===== config.mk =====
export PLATFORM = sky130hd
export DESIGN_NAME = thr_cmp_timer
export DESIGN_NICKNAME = d
export VERILOG_FILES = /design/src/rtl/thr_cmp_pkg.sv /design/src/rtl/opq_calc.sv /design/src/rtl/lvl_det.sv /design/src/rtl/op_timer.sv /design/src/rtl/thr_cmp_timer.sv
export SDC_FILE = /design/constraint.sdc
export NUM_CORES = 1
export LEC_CHECK = 0
export ABC_CLOCK_PERIOD_IN_PS = 8900
export BUFFER_PORTS_ARGS = -buffer_cell sky130_fd_sc_hd__clkbuf_2
export CORE_UTILIZATION = 45
export CTS_BUF_LIST = sky130_fd_sc_hd__clkbuf_8
export DETAILED_ROUTE_END_ITERATION = 8
export GPL_ROUTABILITY_DRIVEN = 0
export PLACE_DENSITY = 0.67
export SYNTH_ARGS = -nofsm -noshare
export SYNTH_HDL_FRONTEND = slang
export SYNTH_SLANG_ARGS = --single-unit

===== constraint.sdc =====
create_clock -name clk_i -period 8.9 [get_ports clk_i]
set_input_delay 0.445 -clock clk_i [delete_from_list [all_inputs] [get_ports clk_i]]
set_output_delay 0.445 -clock clk_i [all_outputs]
set_load 0.01 [all_outputs]

===== src/rtl/thr_cmp_pkg.sv =====
package thr_cmp_pkg;
  typedef enum logic {DIR_OVER = 1'b0, DIR_UNDER = 1'b1} dir_e;
  typedef enum logic {CMP_SIGNED = 1'b0, CMP_MAG = 1'b1} cmp_mode_e;
endpackage


===== src/rtl/opq_calc.sv =====
module opq_calc
  import thr_cmp_pkg::*;
#(
  parameter int ARG_W   = 8,
  parameter int SCALE_W = 4,
  localparam int SUM_W  = ARG_W + 1,
  localparam int QW     = SUM_W + SCALE_W
) (
  input  logic [ARG_W-1:0]   a_i,
  input  logic [ARG_W-1:0]   b_i,
  input  logic               add_i,
  input  logic [SCALE_W-1:0] scale_i,
  input  cmp_mode_e          mode_i,
  output logic [QW-1:0]      quant_o,
  output logic [QW-1:0]      cmp_o
);
  logic signed [SUM_W-1:0] a_x, b_x, sum;
  logic signed [QW-1:0]    sum_x, scl_x, prod, mag;

  always_comb begin
    a_x   = {a_i[ARG_W-1], a_i};
    b_x   = {b_i[ARG_W-1], b_i};
    sum   = add_i ? (a_x + b_x) : (a_x - b_x);
    sum_x = {{SCALE_W{sum[SUM_W-1]}}, sum};
    scl_x = {{(QW-SCALE_W){1'b0}}, scale_i};
    prod  = sum_x * scl_x;
    mag   = prod[QW-1] ? -prod : prod;
  end

  assign quant_o = prod;
  assign cmp_o   = (mode_i == CMP_MAG) ? mag : prod;
endmodule


===== src/rtl/lvl_det.sv =====
module lvl_det
  import thr_cmp_pkg::*;
#(
  parameter int QW = 13,
  localparam int CW = QW + 2
) (
  input  logic          clk_i,
  input  logic          rst_ni,
  input  logic          blk_i,
  input  dir_e          dir_i,
  input  logic [QW-1:0] cmp_i,
  input  logic [QW-1:0] thr_i,
  input  logic [QW-1:0] hyst_i,
  output logic          pkp_o
);
  logic signed [CW-1:0] val_x, thr_x, hys_x, drop_x;
  logic pick, hold, pkp_q;

  always_comb begin
    val_x  = {{2{cmp_i[QW-1]}}, cmp_i};
    thr_x  = {{2{thr_i[QW-1]}}, thr_i};
    hys_x  = {2'b00, hyst_i};
    drop_x = (dir_i == DIR_UNDER) ? (thr_x + hys_x) : (thr_x - hys_x);
    if (dir_i == DIR_UNDER) begin
      pick = val_x < thr_x;
      hold = val_x < drop_x;
    end else begin
      pick = val_x > thr_x;
      hold = val_x > drop_x;
    end
  end

  always_ff @(posedge clk_i or negedge rst_ni) begin
    if (!rst_ni)    pkp_q <= 1'b0;
    else if (blk_i) pkp_q <= 1'b0;
    else            pkp_q <= pkp_q ? hold : pick;
  end

  assign pkp_o = pkp_q;
endmodule


===== src/rtl/op_timer.sv =====
module op_timer #(
  parameter int DLY_W = 16
) (
  input  logic             clk_i,
  input  logic             rst_ni,
  input  logic             tick_i,
  input  logic             blk_i,
  input  logic             pkp_i,
  input  logic [DLY_W-1:0] pkp_dly_i,
  input  logic [DLY_W-1:0] rst_dly_i,
  output logic             op_o
);
  logic [DLY_W-1:0] cnt_q, target;
  logic op_q, pending, expired;

  assign pending = pkp_i != op_q;
  assign target  = pkp_i ? pkp_dly_i : rst_dly_i;
  assign expired = cnt_q >= target;

  always_ff @(posedge clk_i or negedge rst_ni) begin
    if (!rst_ni) begin
      op_q  <= 1'b0;
      cnt_q <= '0;
    end else if (blk_i || !pending) begin
      if (blk_i) op_q <= 1'b0;
      cnt_q <= '0;
    end else if (expired) begin
      op_q  <= pkp_i;
      cnt_q <= '0;
    end else if (tick_i) begin
      cnt_q <= cnt_q + 1'b1;
    end
  end

  assign op_o = op_q;
endmodule


===== src/rtl/thr_cmp_timer.sv =====
module thr_cmp_timer
  import thr_cmp_pkg::*;
#(
  parameter int ARG_W   = 8,
  parameter int SCALE_W = 4,
  parameter int DLY_W   = 16,
  localparam int QW     = ARG_W + 1 + SCALE_W
) (
  input  logic               clk_i,
  input  logic               rst_ni,
  input  logic               tick_i,
  input  logic [ARG_W-1:0]   arg_a_i,
  input  logic [ARG_W-1:0]   arg_b_i,
  input  logic               add_sel_i,
  input  logic               block_i,
  input  logic               abs_mode_i,
  input  logic               under_i,
  input  logic [SCALE_W-1:0] scale_i,
  input  logic [QW-1:0]      pickup_lvl_i,
  input  logic [QW-1:0]      hyst_i,
  input  logic [DLY_W-1:0]   pkp_dly_i,
  input  logic [DLY_W-1:0]   rst_dly_i,
  output logic [QW-1:0]      quant_o,
  output logic               pkp_o,
  output logic               op_o
);
  logic [QW-1:0] quant_c, cmp_c, quant_q;
  logic          pkp_w;

  opq_calc #(.ARG_W(ARG_W), .SCALE_W(SCALE_W)) u_opq (
    .a_i(arg_a_i), .b_i(arg_b_i), .add_i(add_sel_i), .scale_i(scale_i),
    .mode_i(cmp_mode_e'(abs_mode_i)), .quant_o(quant_c), .cmp_o(cmp_c)
  );

  lvl_det #(.QW(QW)) u_lvl (
    .clk_i(clk_i), .rst_ni(rst_ni), .blk_i(block_i), .dir_i(dir_e'(under_i)),
    .cmp_i(cmp_c), .thr_i(pickup_lvl_i), .hyst_i(hyst_i), .pkp_o(pkp_w)
  );

  op_timer #(.DLY_W(DLY_W)) u_tmr (
    .clk_i(clk_i), .rst_ni(rst_ni), .tick_i(tick_i), .blk_i(block_i),
    .pkp_i(pkp_w), .pkp_dly_i(pkp_dly_i), .rst_dly_i(rst_dly_i), .op_o(op_o)
  );

  always_ff @(posedge clk_i or negedge rst_ni) begin
    if (!rst_ni) quant_q <= '0;
    else         quant_q <= quant_c;
  end

  assign quant_o = quant_q;
  assign pkp_o   = pkp_w;
endmodule


; ---- After elaboration in Yosys (flattened, before gate mapping)
; Cells that the tools add are included.
[totals]
wordCells = 38
register_bits = 31
output_inout_bits = 15
in_bits = 85
[op_classes]
n_mux = 15
magnitude_cmp = 5
n_reduce_logical = 5
add_sub_neg = 6
n_eq_ne = 2
mul = 1
[op_table]
columns = cell, n
row1 = 16-bit two-way mux, 4
row2 = 13-bit two-way mux, 2
row3 = "16-bit by 1-bit adder with 16-bit output, second input constant", 1
row4 = 16-bit greater-or-equal comparator, 1
row5 = 13-bit by 14-bit adder with 15-bit output, 1
row6 = 13-bit by 15-bit greater-than comparator with 1-bit output, 1
row7 = 13-bit by 15-bit less-than comparator with 1-bit output, 1
row8 = 15-bit two-way mux, 1
row9 = 13-bit by 14-bit subtractor with 15-bit output, 1
row10 = 13-bit greater-than comparator, 1
row11 = 13-bit less-than comparator, 1
row12 = 9-bit by 5-bit multiplier with 13-bit output, 1
row13 = 13-bit negation, 1
row14 = 8-bit by 8-bit adder with 9-bit output, 1
row15 = 9-bit two-way mux, 1
row16 = 8-bit by 8-bit subtractor with 9-bit output, 1
row17 = 1-bit two-way mux, 7
row18 = 3-bit nonzero test, 1
row19 = "2-bit inequality test, second input constant", 1
row20 = 2-bit AND reduction, 1
row21 = 2-bit nonzero test, 1
row22 = 1-bit zero test, 1
row23 = 1-bit logical OR, 1
row24 = 1-bit inequality test, 1

; ---- Depth between registers and ports, before layout
[logic_depth]
ltp_word = 10
ltp_mapped = 38
depth_no_buf = 37

; ---- By module
; Synthesis repeated with hierarchy kept, for this count alone.
[hier_totals]
cells_unflattened = 649
area_unflattened_um2 = 5654.2
[modules_own_cells]
columns = mod, n_inst, cells_per_inst, seq_area_each_um2, area_per_inst_um2
row1 = opq_calc, 1, 280, 0.0, 2188.3
row2 = lvl_det, 1, 217, 25.0, 1714.1
row3 = op_timer, 1, 139, 425.4, 1426.4
row4 = thr_cmp_timer, 1, 13, 325.3, 325.3

; ---- Worst setup path before layout
; OpenSTA, ideal clock, no wires.
[synth_path]
path_kind = input-to-reg
from = input arg_b_i[0]
to = register u_lvl.pkp_q (netlist: u_lvl.pkp_o)
path_stages = 37
arrival_ns = 7.181
setup_ns = 0.082
t_required_ns = 8.818
setup_slack_ns = 1.637
n_path_buf = 1
cell_sequence = inv_1 ha_1 mux2_2 ha_1 a21o_1 a21o_1 a21o_1 a21oi_1 xnor2_1 and2_1 ha_1 fa_1 inv_1 fa_1 inv_1 ha_1 o21a_1 o31a_1 o21a_1 o211a_1 o211a_1 or2_1 and2_1 buf_2 o21ai_1 xnor2_1 ha_1 a21oi_1 nor2b_1 o21ai_0 nand2_1 a211o_1 a31o_2 a21oi_1 a21oi_1 nand3b_1 a31oi_1
[synth_between]
elab_chain_cells = 10
word_cells_on_any_way = 15
classes_between = add/sub: 3 / mul: 1 / order compare: 4 / mux: 7
[synth_rtl]
columns = element, line
row1 = start: declaration, thr_cmp_timer.sv:13  ; input logic [ARG_W-1:0] arg_b_i,
row2 = 8-bit by 8-bit subtractor with 9-bit output or 8-bit by 8-bit adder with 9-bit output (tied branches), opq_calc.sv:23  ; sum = add_i ? (a_x + b_x) : (a_x - b_x);
row3 = 9-bit two-way mux (*), opq_calc.sv:23
row4 = 9-bit by 5-bit multiplier with 13-bit output (*), opq_calc.sv:26  ; prod = sum_x * scl_x;
row5 = via quant_c[12], thr_cmp_timer.sv:27  ; logic [QW-1:0] quant_c, cmp_c, quant_q;
row6 = 13-bit negation, opq_calc.sv:27  ; mag = prod[QW-1] ? -prod : prod;
row7 = 13-bit two-way mux, opq_calc.sv:27
row8 = 13-bit two-way mux (*), opq_calc.sv:31  ; assign cmp_o = (mode_i == CMP_MAG) ? mag : prod;
row9 = "13-bit by 15-bit greater-than comparator with 1-bit output, or another cell as far along", lvl_det.sv:29  ; hold = val_x > drop_x;
row10 = 1-bit two-way mux, lvl_det.sv:24  ; if (dir_i == DIR_UNDER) begin
row11 = 1-bit two-way mux (*), lvl_det.sv:36  ; else pkp_q <= pkp_q ? hold : pick;
row12 = 1-bit two-way mux (*), lvl_det.sv:35  ; else if (blk_i) pkp_q <= 1'b0;
row13 = end signal: assignment, lvl_det.sv:36
row14 = end: declaration, lvl_det.sv:17  ; logic pick, hold, pkp_q;
; Mark *: on every way through the listed nets, which the timed path passes. The rest lies on a longest branch.
; A chain may end at the register's enable or synchronous reset.

; ---- Worst setup path after layout
; Same ends and word-level chain as after synthesis.

==> flow_metrics.tcl <==
set metrics [dict create \
    status "complete, no violations" \
    synthMostInstantiatedCell "ha_1" \
    synth_edf_count 0 \
    hold_viol_final 0 \
    cts.reportedPaths.clkPinSlew_ns 0.07 \
    fin_ws_ns 1.131 \
    grt_max_degree 32 \
    finalSetupViolations 0 \
    cts_tree "built" \
    drv_cap 0 \
    ys.flop_type "dfrtp_1" \
    post-dp-hpwl_um 10240 \
    syn_area_um2 5340 \
    clk_latency_ns 0.28 \
    drt-initial-drc-count 194 \
    async_reset_ff_share_pct 100.0 \
    syn_nets 848 \
    nNetsFinal 945 \
    synth_top_area_share_pct 21.79 \
    powerDensity_nw_per_um2 331.3 \
    seq_area_um2 775.7 \
    synthTopCellsByCount "ha_1, inv_1, nor2_1, xor2_1, a21oi_1" \
    ant_nets 0 \
    hold_buffers 0 \
    p_leak_nw 3.169 \
    syn_avg_cell_area_um2 8.216 \
    fillCellCount 1114 \
    root_buffer "clkbuf_8" \
    syn_to_final_growth_pct 13.96 \
    grt_pass1_vias 4703 \
    routed_via_density 5.291 \
    final.setup.tns_ns 0 \
    wire_per_inst_um 13.43 \
    synthTopCellsByArea "ha_1, dfrtp_1, fa_1" \
    syn-instance-count 650 \
    diodes 0 \
    slowest_stage "fa_1" \
    cts.htree.levels 2 \
    drive_above_1_share_pct 16.04 \
    die_x_um 110.9 \
    grt_pass1_wl_um 20980 \
    core_um2 11470 \
    multi_input_area_um2 4228 \
    cts_buffers 5 \
    die_area_um2 12310 \
    grt-ovfl-total 0 \
    initial_core_util_pct 46.57 \
    synth-seq-area-share_pct 14.53 \
    crit_path_max_fanout 7 \
    synth_largest_area_cell "ha_1" \
    hp-class "in2async" \
    skew_ns 0.002271 \
    post-route-min-period_ns 7.769 \
    wirelength_um 11960 \
    drc 0 \
    drtPass1Iterations 4 \
    cts_resized 0 \
    critical_path_arrival_ns 7.97 \
    clk_path_buf_depth 2 \
    antenna_found_initial 0 \
    io_buffers 99 \
    ys_warn_count 0 \
    top_level_ports 100 \
    dp_slack_ns 0.8927 \
    fmax_mhz 128.7 \
    max_stage_delay_ns 0.53 \
    grt_util_all_layers_pct 20.22 \
    die_y_um 110.9 \
    startpoint_type "input port" \
    num_rows 39 \
    cp_data_required_time_ns 9.10 \
    rsz0062_at_grt "false" \
    end_kind "flop" \
    vdd_drop_max_uv 189.3 \
    maxSlewViolCount 0 \
    ys_seq_elements 31 \
    worst_pin_slew_ns 0.8110 \
    cp_common_cell "ha_1" \
    cts.sinks 31 \
    cts_setup_buffers 0 \
    finalCritPeriodShare_pct 87.30 \
    yosysUniqueCellTypes 57 \
    max-slew-margin-rel_pct 45.93 \
    crit_type "in2reg" \
    vias 4714 \
]
logic make-up (layout without fill, tap and decap cells):
logic type      after synthesis  count (layout)  share of synthesized area (%)
fa+ha+maj                   113             113                          29.29
simple gates                194             194                          18.58
mux                          21              21                          4.006
compound gates              130             130                          15.49
buf+inv                      89             187                          6.303
xor+xnor                     72              72                          11.81
flops                        31              31                          14.53
layer usage:
metal | part of all wire (%) | global-route usage [%] | routed length [um] | vias up
met3 | 4.6 | 3.007 | 549 | 8
met1 | 48 | 26.44 | 5697 | 2168
li1 | - | - | - | 2431
met2 | 47 | 36.11 | 5659 | 107
met5 | 0 | 0 | 0 | -
met4 | 0.48 | 2.311 | 58 | 0
worst max-delay path, delay by kind of cell:
family                   cells  cell delay [ns]
AO/OA/AOI/OAI               17             3.20
adder cells (fa/ha/maj)      7             2.47
buffers and inverters        4             0.25
multiplexers                 1             0.27
XOR/XNOR                     2             0.32
AND/OR/NAND/NOR              6             0.96
layout by cell type, fill, tap and decap left out, types with 2 or more instances in the layout:
cell	instances
nand2b_1	7
a21oi_1	42
inv_1	78
ha_1	93
mux2_2	3
nor2b_1	14
mux2i_1	18
o21bai_1	4
o31a_1	3
nor4_1	8
and2_1	26
or3_1	3
fa_1	20
a21o_1	16
nand3_1	6
xnor2_1	29
dfrtp_1	31
a31oi_1	4
clkbuf_8	7
clkbuf_2	99
nand4_1	13
nor3_1	15
o211a_1	2
o21ai_1	4
o21ai_0	25
xor2_1	43
a211oi_1	5
and3_1	5
nor2_1	50
a211o_1	2
nand2_1	38
o21a_1	9
sequential cells by signal, indices dropped and copies added (netlist names):
| name | count |
|---|---|
| u_tmr.op_o | 1 |
| quant_o | 13 |
| u_tmr.cnt_q | 16 |
| u_lvl.pkp_o | 1 |
area by class of cell:
cell class	count	area share, %
sequential	31	12.75
tap	143	2.940
clock inverter	1	0.1234
clock buffer	7	1.583
multi-input combinational	530	69.47
timing repair buffer	100	8.265
inverter	79	4.873
path summary, 6_finish.rpt:
kind,from,end,slack [ns],depth (start not counted)
max in group asynchronous,rst_ni,u_tmr.op_o$_DFFE_PN0P_,8.14,1
min in group clk_i,block_i,u_lvl.pkp_o$_DFF_PN0_,0.35,2
worst min register to register,u_tmr.cnt_q[3]$_DFFE_PN0P_,u_tmr.cnt_q[3]$_DFFE_PN0P_,0.57,2
worst max-delay path,arg_b_i[0],u_lvl.pkp_o$_DFF_PN0_,1.13,37
worst min-delay path,rst_ni,quant_o[3]$_DFF_PN0_,0.24,1
worst max register to register,u_lvl.pkp_o$_DFF_PN0_,u_tmr.cnt_q[15]$_DFFE_PN0P_,5.79,12
through the flow:
step           total power, mW  instance area, um2  util, %  instances  hold WS (ns)
2_1_floorplan            1.478                5340        -        650        0.1494
3_3_place_gp             1.822                5982    52.17        883        0.5449
3_5_place_dp             1.866                5982    52.17        883        0.5544
4_1_cts                  2.012                6086    53.07        891        0.2631
5_1_grt                  2.251                6086    53.07        891        0.3012
6_report                 2.016                6086    53.07        891        0.2450
power by group:
| group | total (mW) | leakage, nW | internal [mW] | switching [mW] |
|---|---|---|---|---|
| Sequential | 0.190 | 0.404 | 0.176 | 0.0134 |
| Combinational | 1.70 | 2.71 | 0.729 | 0.971 |
| Clock | 0.126 | 0.0505 | 0.0704 | 0.0557 |
Power figures use the tool's default switching activity.
